**config.mk**
```make
export PLATFORM = sky130hd
export DESIGN_NAME = wdg_top
export DESIGN_NICKNAME = d
export VERILOG_FILES = /design/src/rtl/wdg_pkg.sv /design/src/rtl/wdg_ctrl_dec.sv /design/src/rtl/wdg_kick_dec.sv /design/src/rtl/wdg_core.sv /design/src/rtl/wdg_top.sv
export SDC_FILE = /design/constraint.sdc
export NUM_CORES = 1
export LEC_CHECK = 0
export ABC_AREA = 1
export BUFFER_PORTS_ARGS = -buffer_cell sky130_fd_sc_hd__buf_4
export CAP_MARGIN = 20
export CORE_MARGIN = 8
export CORE_UTILIZATION = 50
export DETAILED_ROUTE_END_ITERATION = 10
export PLACE_DENSITY = 0.8
export REMOVE_ABC_BUFFERS = 1
export SETUP_SLACK_MARGIN = 0.15
export SLEW_MARGIN = 20
export SYNTH_ARGS = -nofsm -noshare
export SYNTH_HDL_FRONTEND = slang
export SYNTH_SLANG_ARGS = --single-unit
```
**constraint.sdc**
```tcl
create_clock -name clk -period 6 [get_ports clk]
set_input_delay 0.3 -clock clk [delete_from_list [all_inputs] [get_ports clk]]
set_output_delay 0.3 -clock clk [all_outputs]
set_load 0.03 [all_outputs]
```
**src/rtl/wdg_pkg.sv**
```systemverilog
package wdg_pkg;
    typedef enum logic [1:0] {
        ST_OFF    = 2'd0,
        ST_ARMED  = 2'd1,
        ST_WARNED = 2'd2,
        ST_FIRED  = 2'd3
    } wdg_state_t;

    typedef enum logic [2:0] {
        RS_NONE, RS_CTRL, RS_OFFLO, RS_OFFHI, RS_CMPLO, RS_CMPHI, RS_ID, RS_ZERO
    } wdg_rsel_t;

    localparam int OFS_CTRL  = 'h000;
    localparam int OFS_OFFLO = 'h008;
    localparam int OFS_OFFHI = 'h00C;
    localparam int OFS_CMPLO = 'h010;
    localparam int OFS_CMPHI = 'h014;
    localparam int OFS_ID    = 'h0FC;
    localparam int OFS_KICK  = 'h000;
endpackage

```
**src/rtl/wdg_ctrl_dec.sv**
```systemverilog
module wdg_ctrl_dec
    import wdg_pkg::*;
#(
    parameter int AW = 12
) (
    input  logic          clk,
    input  logic          rst_n,
    input  logic          sel,
    input  logic          wr,
    input  logic [AW-1:0] addr,
    output logic          err,
    output wdg_rsel_t     rsel,
    output logic          wr_ctrl,
    output logic          wr_offlo,
    output logic          wr_offhi,
    output logic          wr_cmplo,
    output logic          wr_cmphi
);
    localparam logic [AW-1:0] A_CTRL  = AW'(OFS_CTRL);
    localparam logic [AW-1:0] A_OFFLO = AW'(OFS_OFFLO);
    localparam logic [AW-1:0] A_OFFHI = AW'(OFS_OFFHI);
    localparam logic [AW-1:0] A_CMPLO = AW'(OFS_CMPLO);
    localparam logic [AW-1:0] A_CMPHI = AW'(OFS_CMPHI);
    localparam logic [AW-1:0] A_ID    = AW'(OFS_ID);

    wdg_rsel_t hit;
    logic      ok;

    always_comb begin
        if (addr == A_CTRL)       hit = RS_CTRL;
        else if (addr == A_OFFLO) hit = RS_OFFLO;
        else if (addr == A_OFFHI) hit = RS_OFFHI;
        else if (addr == A_CMPLO) hit = RS_CMPLO;
        else if (addr == A_CMPHI) hit = RS_CMPHI;
        else if (addr == A_ID)    hit = RS_ID;
        else                      hit = RS_NONE;
        err      = sel && ((|addr[1:0]) || hit == RS_NONE);
        ok       = sel && !err;
        rsel     = (ok && !wr) ? hit : RS_NONE;
        wr_ctrl  = ok && wr && hit == RS_CTRL;
        wr_offlo = ok && wr && hit == RS_OFFLO;
        wr_offhi = ok && wr && hit == RS_OFFHI;
        wr_cmplo = ok && wr && hit == RS_CMPLO;
        wr_cmphi = ok && wr && hit == RS_CMPHI;
    end

    AST_CF_ERR_NO_WRITE: assert property (@(posedge clk) disable iff (!rst_n)
        err |-> !(wr_ctrl || wr_offlo || wr_offhi || wr_cmplo || wr_cmphi));
    AST_CF_ERR_NO_READ: assert property (@(posedge clk) disable iff (!rst_n)
        err |-> rsel == RS_NONE);
endmodule

```
**src/rtl/wdg_kick_dec.sv**
```systemverilog
module wdg_kick_dec
    import wdg_pkg::*;
#(
    parameter int AW = 12
) (
    input  logic          clk,
    input  logic          rst_n,
    input  logic          sel,
    input  logic          wr,
    input  logic [AW-1:0] addr,
    output logic          err,
    output wdg_rsel_t     rsel,
    output logic          kick
);
    localparam logic [AW-1:0] A_KICK = AW'(OFS_KICK);
    localparam logic [AW-1:0] A_ID   = AW'(OFS_ID);

    wdg_rsel_t hit;

    always_comb begin
        if (addr == A_KICK)    hit = RS_ZERO;
        else if (addr == A_ID) hit = RS_ID;
        else                   hit = RS_NONE;
        err  = sel && ((|addr[1:0]) || hit == RS_NONE);
        rsel = (sel && !err && !wr) ? hit : RS_NONE;
        kick = sel && !err && wr && hit == RS_ZERO;
    end

    AST_RF_ERR_NO_KICK: assert property (@(posedge clk) disable iff (!rst_n)
        err |-> !kick);
endmodule

```
**src/rtl/wdg_core.sv**
```systemverilog
module wdg_core
    import wdg_pkg::*;
#(
    parameter int CW = 64,
    parameter int OW = 48
) (
    input  logic          clk,
    input  logic          rst_n,
    input  logic [CW-1:0] sys_cnt,
    input  logic [31:0]   wdata,
    input  logic          wr_ctrl,
    input  logic          wr_offlo,
    input  logic          wr_offhi,
    input  logic          wr_cmplo,
    input  logic          wr_cmphi,
    input  logic          kick,
    output logic          en,
    output logic          ws0,
    output logic          ws1,
    output logic [OW-1:0] offset,
    output logic [CW-1:0] cmp,
    output logic          irq,
    output logic          rst_req
);
    localparam int HIW = OW - 32;
    localparam int CHW = CW - 32;

    wdg_state_t     st, st_n;
    logic [31:0]    off_lo, lo_n;
    logic [HIW-1:0] off_hi, hi_n;
    logic [CW-1:0]  cmp_n;
    logic           explicit_rf, en_after, due;

    assign offset = {off_hi, off_lo};

    always_comb begin
        st_n        = st;
        cmp_n       = cmp;
        lo_n        = wr_offlo ? wdata : off_lo;
        hi_n        = wr_offhi ? wdata[HIW-1:0] : off_hi;
        explicit_rf = wr_ctrl || wr_offlo || wr_offhi || kick;
        en_after    = wr_ctrl ? wdata[0] : (st != ST_OFF);
        due         = (st != ST_OFF) && (sys_cnt >= cmp);
        if (explicit_rf) begin
            if (en_after) begin
                st_n  = ST_ARMED;
                cmp_n = sys_cnt + CW'({hi_n, lo_n});
            end else begin
                st_n  = ST_OFF;
            end
        end else if (wr_cmplo || wr_cmphi) begin
            if (wr_cmplo) cmp_n[31:0]    = wdata;
            if (wr_cmphi) cmp_n[CW-1:32] = wdata[CHW-1:0];
        end else if (due) begin
            unique case (st)
                ST_ARMED: begin
                    st_n  = ST_WARNED;
                    cmp_n = sys_cnt + CW'(offset);
                end
                ST_WARNED: st_n = ST_FIRED;
                default:   st_n = st;
            endcase
        end
    end

    always_ff @(posedge clk) begin
        if (!rst_n) begin
            st     <= ST_OFF;
            cmp    <= '0;
            off_lo <= '0;
            off_hi <= '0;
        end else begin
            st     <= st_n;
            cmp    <= cmp_n;
            off_lo <= lo_n;
            off_hi <= hi_n;
        end
    end

    always_comb begin
        unique case (st)
            ST_OFF:    begin en = 1'b0; ws0 = 1'b0; ws1 = 1'b0; end
            ST_ARMED:  begin en = 1'b1; ws0 = 1'b0; ws1 = 1'b0; end
            ST_WARNED: begin en = 1'b1; ws0 = 1'b1; ws1 = 1'b0; end
            ST_FIRED:  begin en = 1'b1; ws0 = 1'b1; ws1 = 1'b1; end
            default:   begin en = 1'b0; ws0 = 1'b0; ws1 = 1'b0; end
        endcase
        irq     = ws0;
        rst_req = ws1;
    end

    AST_RST_AFTER_IRQ: assert property (@(posedge clk) disable iff (!rst_n)
        $rose(rst_req) |-> $past(irq));
    AST_IRQ_HELD: assert property (@(posedge clk) disable iff (!rst_n)
        irq && !(wr_ctrl || wr_offlo || wr_offhi || kick) |=> irq);
    AST_DISABLE_QUIET: assert property (@(posedge clk) disable iff (!rst_n)
        wr_ctrl && !wdata[0] |=> !irq && !rst_req && !en);
    AST_KICK_CLEARS: assert property (@(posedge clk) disable iff (!rst_n)
        kick |=> !irq && !rst_req);
    AST_OFFSET_CLEARS: assert property (@(posedge clk) disable iff (!rst_n)
        wr_offlo || wr_offhi |=> !irq);
endmodule

```
**src/rtl/wdg_top.sv**
```systemverilog
module wdg_top
    import wdg_pkg::*;
#(
    parameter int          AW       = 12,
    parameter int          CW       = 64,
    parameter int          OW       = 48,
    parameter logic [31:0] ID_VALUE = 32'h5744_0A01
) (
    input  logic          clk,
    input  logic          rst_n,
    input  logic [CW-1:0] sys_cnt,
    input  logic          rf_sel,
    input  logic          rf_wr,
    input  logic [AW-1:0] rf_addr,
    input  logic [31:0]   rf_wdata,
    output logic [31:0]   rf_rdata,
    output logic          rf_err,
    input  logic          cf_sel,
    input  logic          cf_wr,
    input  logic [AW-1:0] cf_addr,
    input  logic [31:0]   cf_wdata,
    output logic [31:0]   cf_rdata,
    output logic          cf_err,
    output logic          irq,
    output logic          rst_req
);
    wdg_rsel_t     cf_rsel, rf_rsel;
    logic          wr_ctrl, wr_offlo, wr_offhi, wr_cmplo, wr_cmphi, kick;
    logic          en, ws0, ws1;
    logic [OW-1:0] offset;
    logic [CW-1:0] cmp;
    logic          unused_rf_data;

    assign unused_rf_data = ^rf_wdata;

    wdg_ctrl_dec #(.AW(AW)) u_cdec (
        .clk(clk), .rst_n(rst_n), .sel(cf_sel), .wr(cf_wr), .addr(cf_addr),
        .err(cf_err), .rsel(cf_rsel), .wr_ctrl(wr_ctrl), .wr_offlo(wr_offlo),
        .wr_offhi(wr_offhi), .wr_cmplo(wr_cmplo), .wr_cmphi(wr_cmphi)
    );

    wdg_kick_dec #(.AW(AW)) u_kdec (
        .clk(clk), .rst_n(rst_n), .sel(rf_sel), .wr(rf_wr), .addr(rf_addr),
        .err(rf_err), .rsel(rf_rsel), .kick(kick)
    );

    wdg_core #(.CW(CW), .OW(OW)) u_core (
        .clk(clk), .rst_n(rst_n), .sys_cnt(sys_cnt), .wdata(cf_wdata),
        .wr_ctrl(wr_ctrl), .wr_offlo(wr_offlo), .wr_offhi(wr_offhi),
        .wr_cmplo(wr_cmplo), .wr_cmphi(wr_cmphi), .kick(kick),
        .en(en), .ws0(ws0), .ws1(ws1), .offset(offset), .cmp(cmp),
        .irq(irq), .rst_req(rst_req)
    );

    function automatic logic [31:0] rd_mux(wdg_rsel_t s);
        unique case (s)
            RS_CTRL:  rd_mux = {29'd0, ws1, ws0, en};
            RS_OFFLO: rd_mux = offset[31:0];
            RS_OFFHI: rd_mux = 32'(offset[OW-1:32]);
            RS_CMPLO: rd_mux = cmp[31:0];
            RS_CMPHI: rd_mux = cmp[CW-1:32];
            RS_ID:    rd_mux = ID_VALUE;
            default:  rd_mux = 32'd0;
        endcase
    endfunction

    assign cf_rdata = rd_mux(cf_rsel);
    assign rf_rdata = rd_mux(rf_rsel);

    AST_ERR_READS_ZERO: assert property (@(posedge clk) disable iff (!rst_n)
        cf_err |-> cf_rdata == 32'd0);
endmodule

```
Yosys cells after proc, flatten, opt, wreduce, memory -nomap -nowiden
Index checks and enable logic that the tools add are counted.
- add/sub/neg operators: 2
- $lt $le $gt $ge: 1
- equality and inequality tests: 31
- muxes and demuxes: 30
- reduce and logical (&&, ||, !) cells: 44
- operator list (kind ; count):
    32-bit case mux with 6 select lines ; 2
    64-bit two-way mux ; 5
    64-bit by 48-bit adder with 64-bit output ; 2
    32-bit two-way mux ; 3
    64-bit greater-or-equal comparator ; 1
    3-bit two-way mux ; 10
    3-bit == test, second input constant ; 9
    12-bit by 4-bit == test with 1-bit output, second input constant ; 2
    12-bit by 5-bit == test with 1-bit output, second input constant ; 2
    12-bit by 8-bit == test with 1-bit output, second input constant ; 2
    12-bit zero test ; 2
    3-bit by 2-bit == test with 1-bit output, second input constant ; 6
    16-bit two-way mux ; 1
    1-bit logical AND ; 15
    3-bit by 1-bit == test with 1-bit output, second input constant ; 3
    3-bit nonzero test ; 3
    4-bit AND reduction ; 2
    2-bit OR reduction ; 4
    3-bit zero test ; 2
    1-bit logical OR ; 6
    2-bit two-way mux ; 3
    3-bit by 1-bit != test with 1-bit output, second input constant ; 2
    1-bit case mux with 2 select lines ; 3
    3-bit OR reduction ; 2
    10 further kinds ; 16
- register bits: 114
- bits of input ports: 158
- output and inout port bits: 68
- word-level logic and storage cells: 113

Longest topological paths before layout
Gate-level depths: netlist of run 1.
- depth in word-level cells: 19
- depth in mapped cells: 36
- depth with buffers taken out: 35

Hierarchy
A second synthesis of run 1 with hierarchy kept.
- cells, all modules: 3768
- area, all modules: 19389.8 µm²
- modules (own cells, without submodules) (module ; instances ; cells each ; area an instance (µm²) ; sequential area each (µm²)):
    wdg_core ; 1 ; 3274 ; 17031.3 ; 2282.2
    wdg_top ; 1 ; 399 ; 1928.1 ; 0.0
    wdg_ctrl_dec ; 1 ; 60 ; 281.5 ; 0.0
    wdg_kick_dec ; 1 ; 35 ; 148.9 ; 0.0

Least setup slack after synthesis of run 1
Ideal clock, no wire load.
- path kind: input to register
- start: in cf_addr[11]
- end: reg u_core.cmp[50]
- library setup time: 0.113 ns
- arrival time: 3.624 ns
- data required time: 5.887 ns
- path slack: 2.263 ns
- stages on the path: 32
- path buffers: 3
- path through: nor2_1 > nand2_2 > nor2_4 > nand3_1 > nand2_4 > nand2_4 > nand2_2 > nor2_4 > inv_2 > nor2_1 > buf_2 > buf_2 > buf_2 > a21oi_1 > ha_1 > inv_1 > fa_1 > nand3b_1 > nand2_1 > nand2_1 > nand2_1 > nand2_1 > nand2_1 > nand3_1 > nand2_1 > nand2_1 > nand3_1 > nand2_1 > nand3_1 > nand3_1 > nor2_1 > nor2_1
- elaborated cells on any way between the ends: 44
- those cells by class: add/sub: 1; eq/ne: 12; mux: 12; reduce/logical: 19
- RTL lines (element ; RTL line ; RTL):
    start: declaration ; wdg_top.sv:20 ; input logic [AW-1:0] cf_addr,
    12-bit by 8-bit == test with 1-bit output ; wdg_ctrl_dec.sv:35 ; else if (addr == A_ID) hit = RS_ID;
    3-bit two-way mux ; wdg_ctrl_dec.sv:35 ;
    3-bit two-way mux ; wdg_ctrl_dec.sv:34 ; else if (addr == A_CMPHI) hit = RS_CMPHI;
    3-bit two-way mux ; wdg_ctrl_dec.sv:33 ; else if (addr == A_CMPLO) hit = RS_CMPLO;
    3-bit two-way mux ; wdg_ctrl_dec.sv:32 ; else if (addr == A_OFFHI) hit = RS_OFFHI;
    3-bit two-way mux ; wdg_ctrl_dec.sv:31 ; else if (addr == A_OFFLO) hit = RS_OFFLO;
    3-bit two-way mux * ; wdg_ctrl_dec.sv:30 ; if (addr == A_CTRL) hit = RS_CTRL;
    3-bit zero test ; wdg_ctrl_dec.sv:37 ; err = sel && ((|addr[1:0]) || hit == RS_NONE);
    [3 not listed] ; - ;
    1-bit logical AND ; wdg_ctrl_dec.sv:38 ; ok = sel && !err;
    1-bit logical AND ; wdg_ctrl_dec.sv:41 ; wr_offlo = ok && wr && hit == RS_OFFLO;
    1-bit logical AND * ; wdg_ctrl_dec.sv:41 ;
    32-bit two-way mux * ; wdg_core.sv:39 ; lo_n = wr_offlo ? wdata : off_lo;
    named net u_core.lo_n[0] ; wdg_core.sv:29 ; logic [31:0] off_lo, lo_n;
    64-bit by 48-bit adder with 64-bit output * ; wdg_core.sv:47 ; cmp_n = sys_cnt + CW'({hi_n, lo_n});
    64-bit two-way mux * ; wdg_core.sv:45 ; if (en_after) begin
    64-bit two-way mux * ; wdg_core.sv:44 ; if (explicit_rf) begin
    end signal: assignment ; wdg_core.sv:74 ; cmp <= cmp_n;
    end: declaration ; wdg_core.sv:21 ; output logic [CW-1:0] cmp,
Mark *: on every way through the listed nets, which the timed path passes. The rest lies on a longest branch. The select of a mux whose other input is x is not followed.
A chain may end at the register's enable or synchronous reset.

Final worst setup path of run 1
- start: in cf_addr[11]
- end: reg u_core.cmp[54]
The elaborated chain is that of the path after synthesis.

==> results.md, run 1 <==
Routing:
- The number of violations reported at the end of detailed-routing iteration 0 is 3200.
- The detailed router placed between 20000 and 25000 vias in this run.
- For this run, design rule violations remaining after detail routing come to 0.
- Using the TritonRoute via totals, the vias-per-cell ratio works out to a little under 6.
- The average routed wire per standard cell is 23.8 um.
- The final layout contains routed wiring with a total length of ~91000 um.
- The count of nets left with antenna violations once routing finished came out at 0.
- The first detailed-routing pass took 7 iterations.

CTS:
- The number of levels the H-tree was split into is 4.
- The CTS tree is built.
- The count of cells resized by post-cts repair is 0.
- The clock net in this run drives a total of ~110 sinks.
- For this design, the CTS-stage hold fixing added 0 buffers.
- The number of buffers created by CTS is 17.
- The clock transition at the registers of the reported paths is roughly 0.08 ns.
- In this run the clock root is driven by a clkbuf_16.
- The number of setup buffers added after CTS is 0.
- The number of buffers on the longest clock path is 2.
- The insertion delay to the later sink of the worst-skew pair is 0.47 ns.

Worst setup path:
- Of all nets on the critical path, the largest fanout is 33.
- The startpoint type of the worst setup path is an input pin.
- The worst reg-to-reg setup slack is 1.77 ns.
- The arrival time of the worst setup path is 5.23 ns.
- On the worst path, the slowest cell contributes a delay of approximately 0.42 ns.
- The worst setup path is captured at a flop.
- The critical path is of the input pin to flop type.
- The cell seen most often among critical-path stages is nor2_1.
- The slowest stage of the critical path belongs to the cell buf_4.
- The critical path data required time is 6.36 ns.

Timing:
- Setup repair after global routing left no endpoint under its margin.
- The relative max-transition margin is 13.7%.
- The maximum clock frequency is slightly above 0.2 GHz.
- The worst clock skew is approximately 0.017 ns.
- The count of final max-slew check failures is 0.
- The final setup slack of the worst path is between 1 and 1.5 ns.
- The count of endpoints failing setup in the final report is 0.
- The final setup TNS is 0 ns.
- The part of the cycle the worst path needs is roughly four fifths.
- At the pin with the least slew margin, the transition time is roughly 1.3 ns.
- The final hold violation count came to 0.
- The clock period minus worst slack is 4.87 ns.

Yosys:
- Each instance of the synthesized netlist takes up on average 5.50 um^2.
- The synthesized design contains 0 enable-type register cells.
- The number of cells produced by synthesis is around 3200.
- In the synthesized netlist, the cells that appear most often are 1004 x nand2_1, 517 x inv_1, 383 x nor2_1.
- After synthesis the cells add up to 17600 um^2.
- The number of warnings issued by yosys is 0.
- Among all cell types in the netlist, the one instantiated most often is nand2_1.
- The primary flip-flop cell chosen by synthesis mapping is dfxtp_1.
- Ranked by total cell area, the synthesized netlist is headed by nand2_1 21%, dfxtp_1 13%, ha_1 12%, inv_1 11%, nor2_1 8.1%.
- After synthesis the netlist holds a flip-flop and latch count of about 110.
- The netlist uses 45 different library cells.
- The proportion of synthesized flip-flops having asynchronous set or reset is 0%.
- Of all cell types, the one taking the most synthesized area is nand2_1.
- The sequential cell area fraction in the yosys report is between 10% and 20%.
- The share of the synthesized area in the top cell type is between 20% and 30%.

Die:
- The die is just over 200 um tall.
- The starting utilization of the core area is between 50 and 60%.
- The die area is between 40000 and 50000 um^2.
- The initialized floorplan defines 69 standard-cell rows.
- The floorplan step defined a core boundary enclosing about 35000 um^2.
- During I/O placement, the number of pins put on the boundary was about 230.
- The die boundary width is approximately 200 um.

Cells and area:
- The fraction of final layout cells with drive strength greater than 1 is roughly 8.4%.
- Summing all multi-input logic gate instances after layout gives between 10000 and 15000 um^2.
- In the final layout, flip-flops and latches occupy 2280 um^2.
- For this run, the post-layout net count is approximately 3700.
- The signed area change from the synthesized netlist to the final layout is 12.1%.
- The final-layout fill cell count is between 3000 and 4000.
- The design area is between 15000 and 20000 um^2.
- The number of antenna diodes in the final layout is 0.

Job:
- The number of max-cap violations is 0.

Global route:
- The number of global-route vias before repair is 20400.
- Global routing used around 42% of the available tracks.
- Entering global routing, the biggest net connects 70 pins.
- The global-route congestion overflow total is 0.
- The number of antenna violations at the first check in global routing is 1.
- The first global-routing pass estimated ~130000 um of wire.

Placed design:
- Before CTS, the worst setup slack after placement is around 0.9 ns.
- During placement, the flow inserted port buffers numbering 173.
- Summing all placed instances gives a cell area of between 15000 and 20000 um^2.
- The congestion estimate from routability-driven global placement came to 1.16.
- Once detailed placement completed, the half-perimeter wirelength came to between 70000 and 80000 um.

Power and ir drop:
- The maximum vdd ir drop is roughly 210 uV.
- Power spread over the standard cell area amounts to roughly 120 nW/um^2.
- For this design the static power due to leakage is approximately 11 nW.

Status:
- The flow ran to the end, and the final reports show no timing, DRC or antenna violations.

Worst hold path:
- The tightest min-delay check is of the input pin to flop type.
-- registers in the layout, indices dropped and copies added, names as in the netlist --
name,cells
u_core.st,2
u_core.cmp,64
u_core.off_hi,16
u_core.off_lo,32
-- kinds of logic after synthesis --
logic type,Yosys count,synth area share [%]
AND/OR/NAND/NOR,1776,42.2
XOR/XNOR,62,3.08
adder cells (fa/ha/maj),169,12.1
other,1,0.0213
AO/OA/AOI/OAI,470,15.4
flip-flops,114,12.9
buffers and inverters,616,14.2
-- final timing paths --
check                                    start                end  depth (start not counted)
worst min-delay path              cf_wdata[31]  u_core.off_lo[31]                          3
worst min register to register  u_core.cmp[19]     u_core.cmp[19]                          4
worst max-delay path               cf_addr[11]     u_core.cmp[54]                         30
worst max register to register  u_core.cmp[63]     u_core.cmp[52]                         14
-- critical path, delay by kind of cell --
kind,cells,cell delay (ns)
AO/OA/AOI/OAI,1,0.20
adder cells (fa/ha/maj),1,0.24
AND/OR/NAND/NOR,23,3.69
buffers and inverters,5,0.76
-- cell usage in the layout, fill, tap and decap left out, types with 9 or more instances in the layout --
cell,n
a211oi_1,44
a21oi_1,230
a22oi_1,14
buf_4,187
clkbuf_16,17
conb_1,20
dfxtp_1,114
ha_1,167
inv_1,517
nand2_1,1004
nand3_1,206
nand3b_1,17
nand4_1,46
nor2_1,379
nor3_1,37
nor4_1,11
o211ai_1,13
o21a_1,11
o21ai_0,104
o221ai_1,31
or2_1,9
or2_2,26
xnor2_1,23
xor2_1,39
-- final cells by class --
| cell class | instances | share of cell area [%] |
|---|---|---|
| Multi-Input combinational cell | 2497 | 65.5 |
| Sequential cell | 114 | 11.5 |
| Inverter | 522 | 9.91 |
| Timing Repair Buffer | 188 | 7.20 |
| Tap cell | 461 | 2.92 |
| Clock buffer | 17 | 2.15 |
| Clock inverter | 15 | 0.797 |
-- through the flow --
| step | util, % | hold WS [ns] | cells | power [mW] |
|---|---|---|---|---|
| floorplan | - | 0.420 | 3133 | 1.01 |
| global placement | 54.6 | 0.525 | 3782 | 1.23 |
| detailed placement | 54.6 | 0.535 | 3782 | 1.24 |
| CTS | 56.3 | 0.0974 | 3814 | 2.30 |
| global route | 56.3 | 0.120 | 3814 | 2.38 |
| finish | 56.3 | 0.111 | 3814 | 2.34 |
-- power by group --
part	switching, mW	internal, mW
sequential	0.00000313	0.756
combinational	0.329	0.159
clock	0.504	0.589
-- layer usage --
| metal | vias up | track usage [%] | routed length, um |
|---|---|---|---|
| met5 | - | 0 | 13 |
| met4 | 2 | 21.7 | 5220 |
| met3 | 236 | 13.7 | 12800 |
| met2 | 1527 | 62.2 | 37000 |
| met1 | 10100 | 54.5 | 35900 |
| li1 | 10500 | - | - |
Note: power is estimated with default switching activity, not from simulation.
==> run 2: changes to the inputs <==
==> constraint.sdc (replaced) <==
create_clock -name clk -period 4.5 [get_ports clk]
set_input_delay 0.225 -clock clk [delete_from_list [all_inputs] [get_ports clk]]
set_output_delay 0.225 -clock clk [all_outputs]
set_load 0.03 [all_outputs]
==> results.md, run 2 (synthesis gave the netlist of run 1 again) <==
Placed design:
- The count of input and output buffers is approximately 170.
- After legalization and detailed placement, the total HPWL measured 76400 um.
- Routability-driven placement finished with a final weighted congestion of ~1.1.
- After detailed placement, the design holds a cell count of 3887.
- At the placement stage, the worst setup path has a slack of ~0.035 ns.

Cells and area:
- The final net count is 3772.
- The final cell utilization of the core is 58.7%.
- In the layout the commonest cells are 1003 x nand2_1, 517 x inv_1, 380 x nor2_1, 286 x buf_4, 230 x a21oi_1.
- Counting the fill cells in the layout gives ~3800.
- The commonest non-fill, non-tap cell in the layout is nand2_1.
- The area taken by multi-input logic gates is roughly 13000 um^2.
- The largest registers in the layout are u_core.cmp (64), u_core.off_lo (32), u_core.off_hi (16).
- For this run, the number of standard cells in the final layout without fillers is slightly below 4000.
- The sequential cells in the finished layout cover a total of ~2300 um^2.
- The signed area change from the synthesized netlist to the final layout is 16.9%.
- More flip-flops sit in one register than any other, and that register is u_core.cmp.
- The fraction of final layout cells with drive strength greater than 1 is roughly 11%.
- The flip-flop count of the largest register, all copies and words added is 64.

CTS:
- The number of levels the H-tree was split into is 4.
- The count of cells resized by post-cts repair is 0.
- The clock transition at the registers of the reported paths is around 0.070 ns.
- Buffers inserted during clock tree synthesis total 17.
- The later pin in the worst-skew pair is clocked with a latency of 0.46 ns.
- The number of setup buffers added after CTS is 0.
- TritonCTS built the clock tree.
- The master cell of the clock root buffer is clkbuf_16.
- The number of buffers on the longest clock path is 2.
- For this design, the CTS-stage hold fixing added 0 buffers.
- The clock net in this run drives a total of 114 sinks.

Worst setup path:
- The critical path data required time is between 4 and 5 ns.
- The number of cells traversed by the worst register-to-register path is 16.
- The worst reg-to-reg setup slack is between 0.4 and 0.5 ns.
- Data arrives at the worst endpoint at about 4.5 ns.
- Following the worst setup path forward leads to its endpoint at u_core.cmp[54].
- The critical register-to-register path startpoint is u_core.cmp[61].
- The number of cells on the critical path is 30.
- The total buffers and inverters traversed by the critical path is 5.
- The peak fanout along the critical path is 10.
- The largest stage delay on the critical path is approximately 0.4 ns.
- The path type of the worst setup path is input pin to flop.
- Among the stages of the critical path, the cell type that occurs most often is nand2_1.
- The cell family contributing the most delay on the critical path is simple AND/OR/NAND/NOR gates.
- The launch point of the worst path is cf_addr[9].
- The capture instance of the worst register-to-register path is u_core.cmp[61].
- The worst setup path is captured at a flop.
- The startpoint type of the worst setup path is an input pin.
- The slowest cell on the critical path is fa_1.

Die:
- The core region is approximately 35000 um^2.
- The floorplan step defined a die boundary enclosing between 40000 and 50000 um^2.
- The floorplan step set the die height to about 200 um.
- The number of I/O pins is ~230.
- The floorplan has between 60 and 70 rows.
- The starting utilization of the core area is around half.
- From left edge to right edge, the die measures about 200 um.

Routing:
- The aggregate routed wire length is around 91000 um.
- The count of nets left with antenna violations after detail routing is 0.
- The first-pass detailed-route iteration total is 9.
- The average routed wire per standard cell is about 23 um.
- After the first detailed-routing iteration, the DRC count stood at slightly below 3000.
- For this run, design rule violations remaining after detail routing come to 0.
- Using the TritonRoute via totals, the vias-per-cell ratio works out to 5.79.
- The final route contains between 20000 and 25000 vias.

Power and ir drop:
- The completed layout was analyzed and its total power is 3.09 mW.
- The static leakage is roughly 11 nW.
- Power spread over the standard cell area amounts to between 100 and 150 nW/um^2.
- The maximum vdd ir drop is 290 uV.

Timing:
- The count of final max-slew check failures is 0.
- The maximum clock frequency is between 0.2 and 0.25 GHz.
- Setup repair after global routing left no endpoint under its margin.
- Final hold analysis gives a worst-case slack of 0.0426 ns.
- Setup violations remaining at the end of the flow were counted as 0.
- The clock period could shrink to 4.13 ns.
- Measured against its own limit, the worst slew margin works out to 17.7%.
- The part of the cycle the worst path needs is 91.9%.
- The final hold violation count is 0.
- For the pin with the worst max-slew slack, the measured transition is approximately 1.2 ns.
- The final setup slack of the worst path is 0.366 ns.
- The worst clock skew is 0.00885 ns.

Global route:
- The pin count of the biggest net entering global routing is 70.
- The total track usage is a little over two fifths.
- The number of antenna violations at the first check in global routing is 1.
- The total overflow left after global routing is 0.
- The first global-routing pass estimated about 130000 um of wire.
- The number of global-route vias before repair was 21100.

Status:
- The run finished with clean final reports.

Job:
- The number of max-cap violations is 0.

Worst hold path:
- The path type of the worst min-delay path is input pin to flop.
-- run 2: per-stage QoR --
step	cell area (um^2)	TNS, ns
finish	20600	0
floorplan	17200	-86.46
CTS	20600	0
detailed placement	20000	0
global placement	20000	0
global route	20600	0
-- run 2: final cells by class --
class,count,share of cell area (%)
Antenna cell,1,0.0121
Clock inverter,15,0.710
Multi-Input combinational cell,2497,62.8
Inverter,522,9.50
Clock buffer,17,2.06
Timing Repair Buffer,293,11.1
Sequential cell,114,11.1
Tap cell,461,2.80
-- run 2: report_power, final --
| part | total, mW | internal [mW] | switching (mW) |
|---|---|---|---|
| Clock | 1.42 | 0.773 | 0.648 |
| Sequential | 1.01 | 1.01 | 0.00000422 |
| Combinational | 0.663 | 0.225 | 0.438 |
-- run 2: worst min-delay path by stage --
stage	start	endpoint	slack (ns)	depth (start not counted)
final	cf_wdata[26]	u_core.off_lo[26]	0.04	3
after global routing	cf_wdata[24]	u_core.off_lo[24]	0.05	3
after CTS	cf_wdata[26]	u_core.off_lo[26]	0.03	3
after detailed placement	cf_wdata[26]	u_core.off_lo[26]	0.51	3
after global placement	cf_wdata[26]	u_core.off_lo[26]	0.51	3
after floorplan	rst_n	u_core.cmp[0]	0.35	2
-- run 2: layer usage --
metal	share of wire, %	routed length (um)	global-route usage [%]
met2	41	37200	62.4
met1	39	35800	53.6
met4	6.0	5500	23.0
met3	14	12800	15.3
met5	0	0	0
-- run 2: worst reg2reg max path, cell delays in order, from the launching register on --
cell	delay, ns
dfxtp_1	0.33
inv_1	0.10
ha_1	0.31
nand2_1	0.05
nor2_1	0.36
nor3b_1	0.48
nand3_1	0.41
nor3b_1	0.38
nand2_1	0.09
nand3_1	0.16
nand2_1	0.11
nand2_4	0.16
nand3_4	0.39
buf_12	0.34
nand2_1	0.13
nand2_1	0.05
nor2_1	0.13
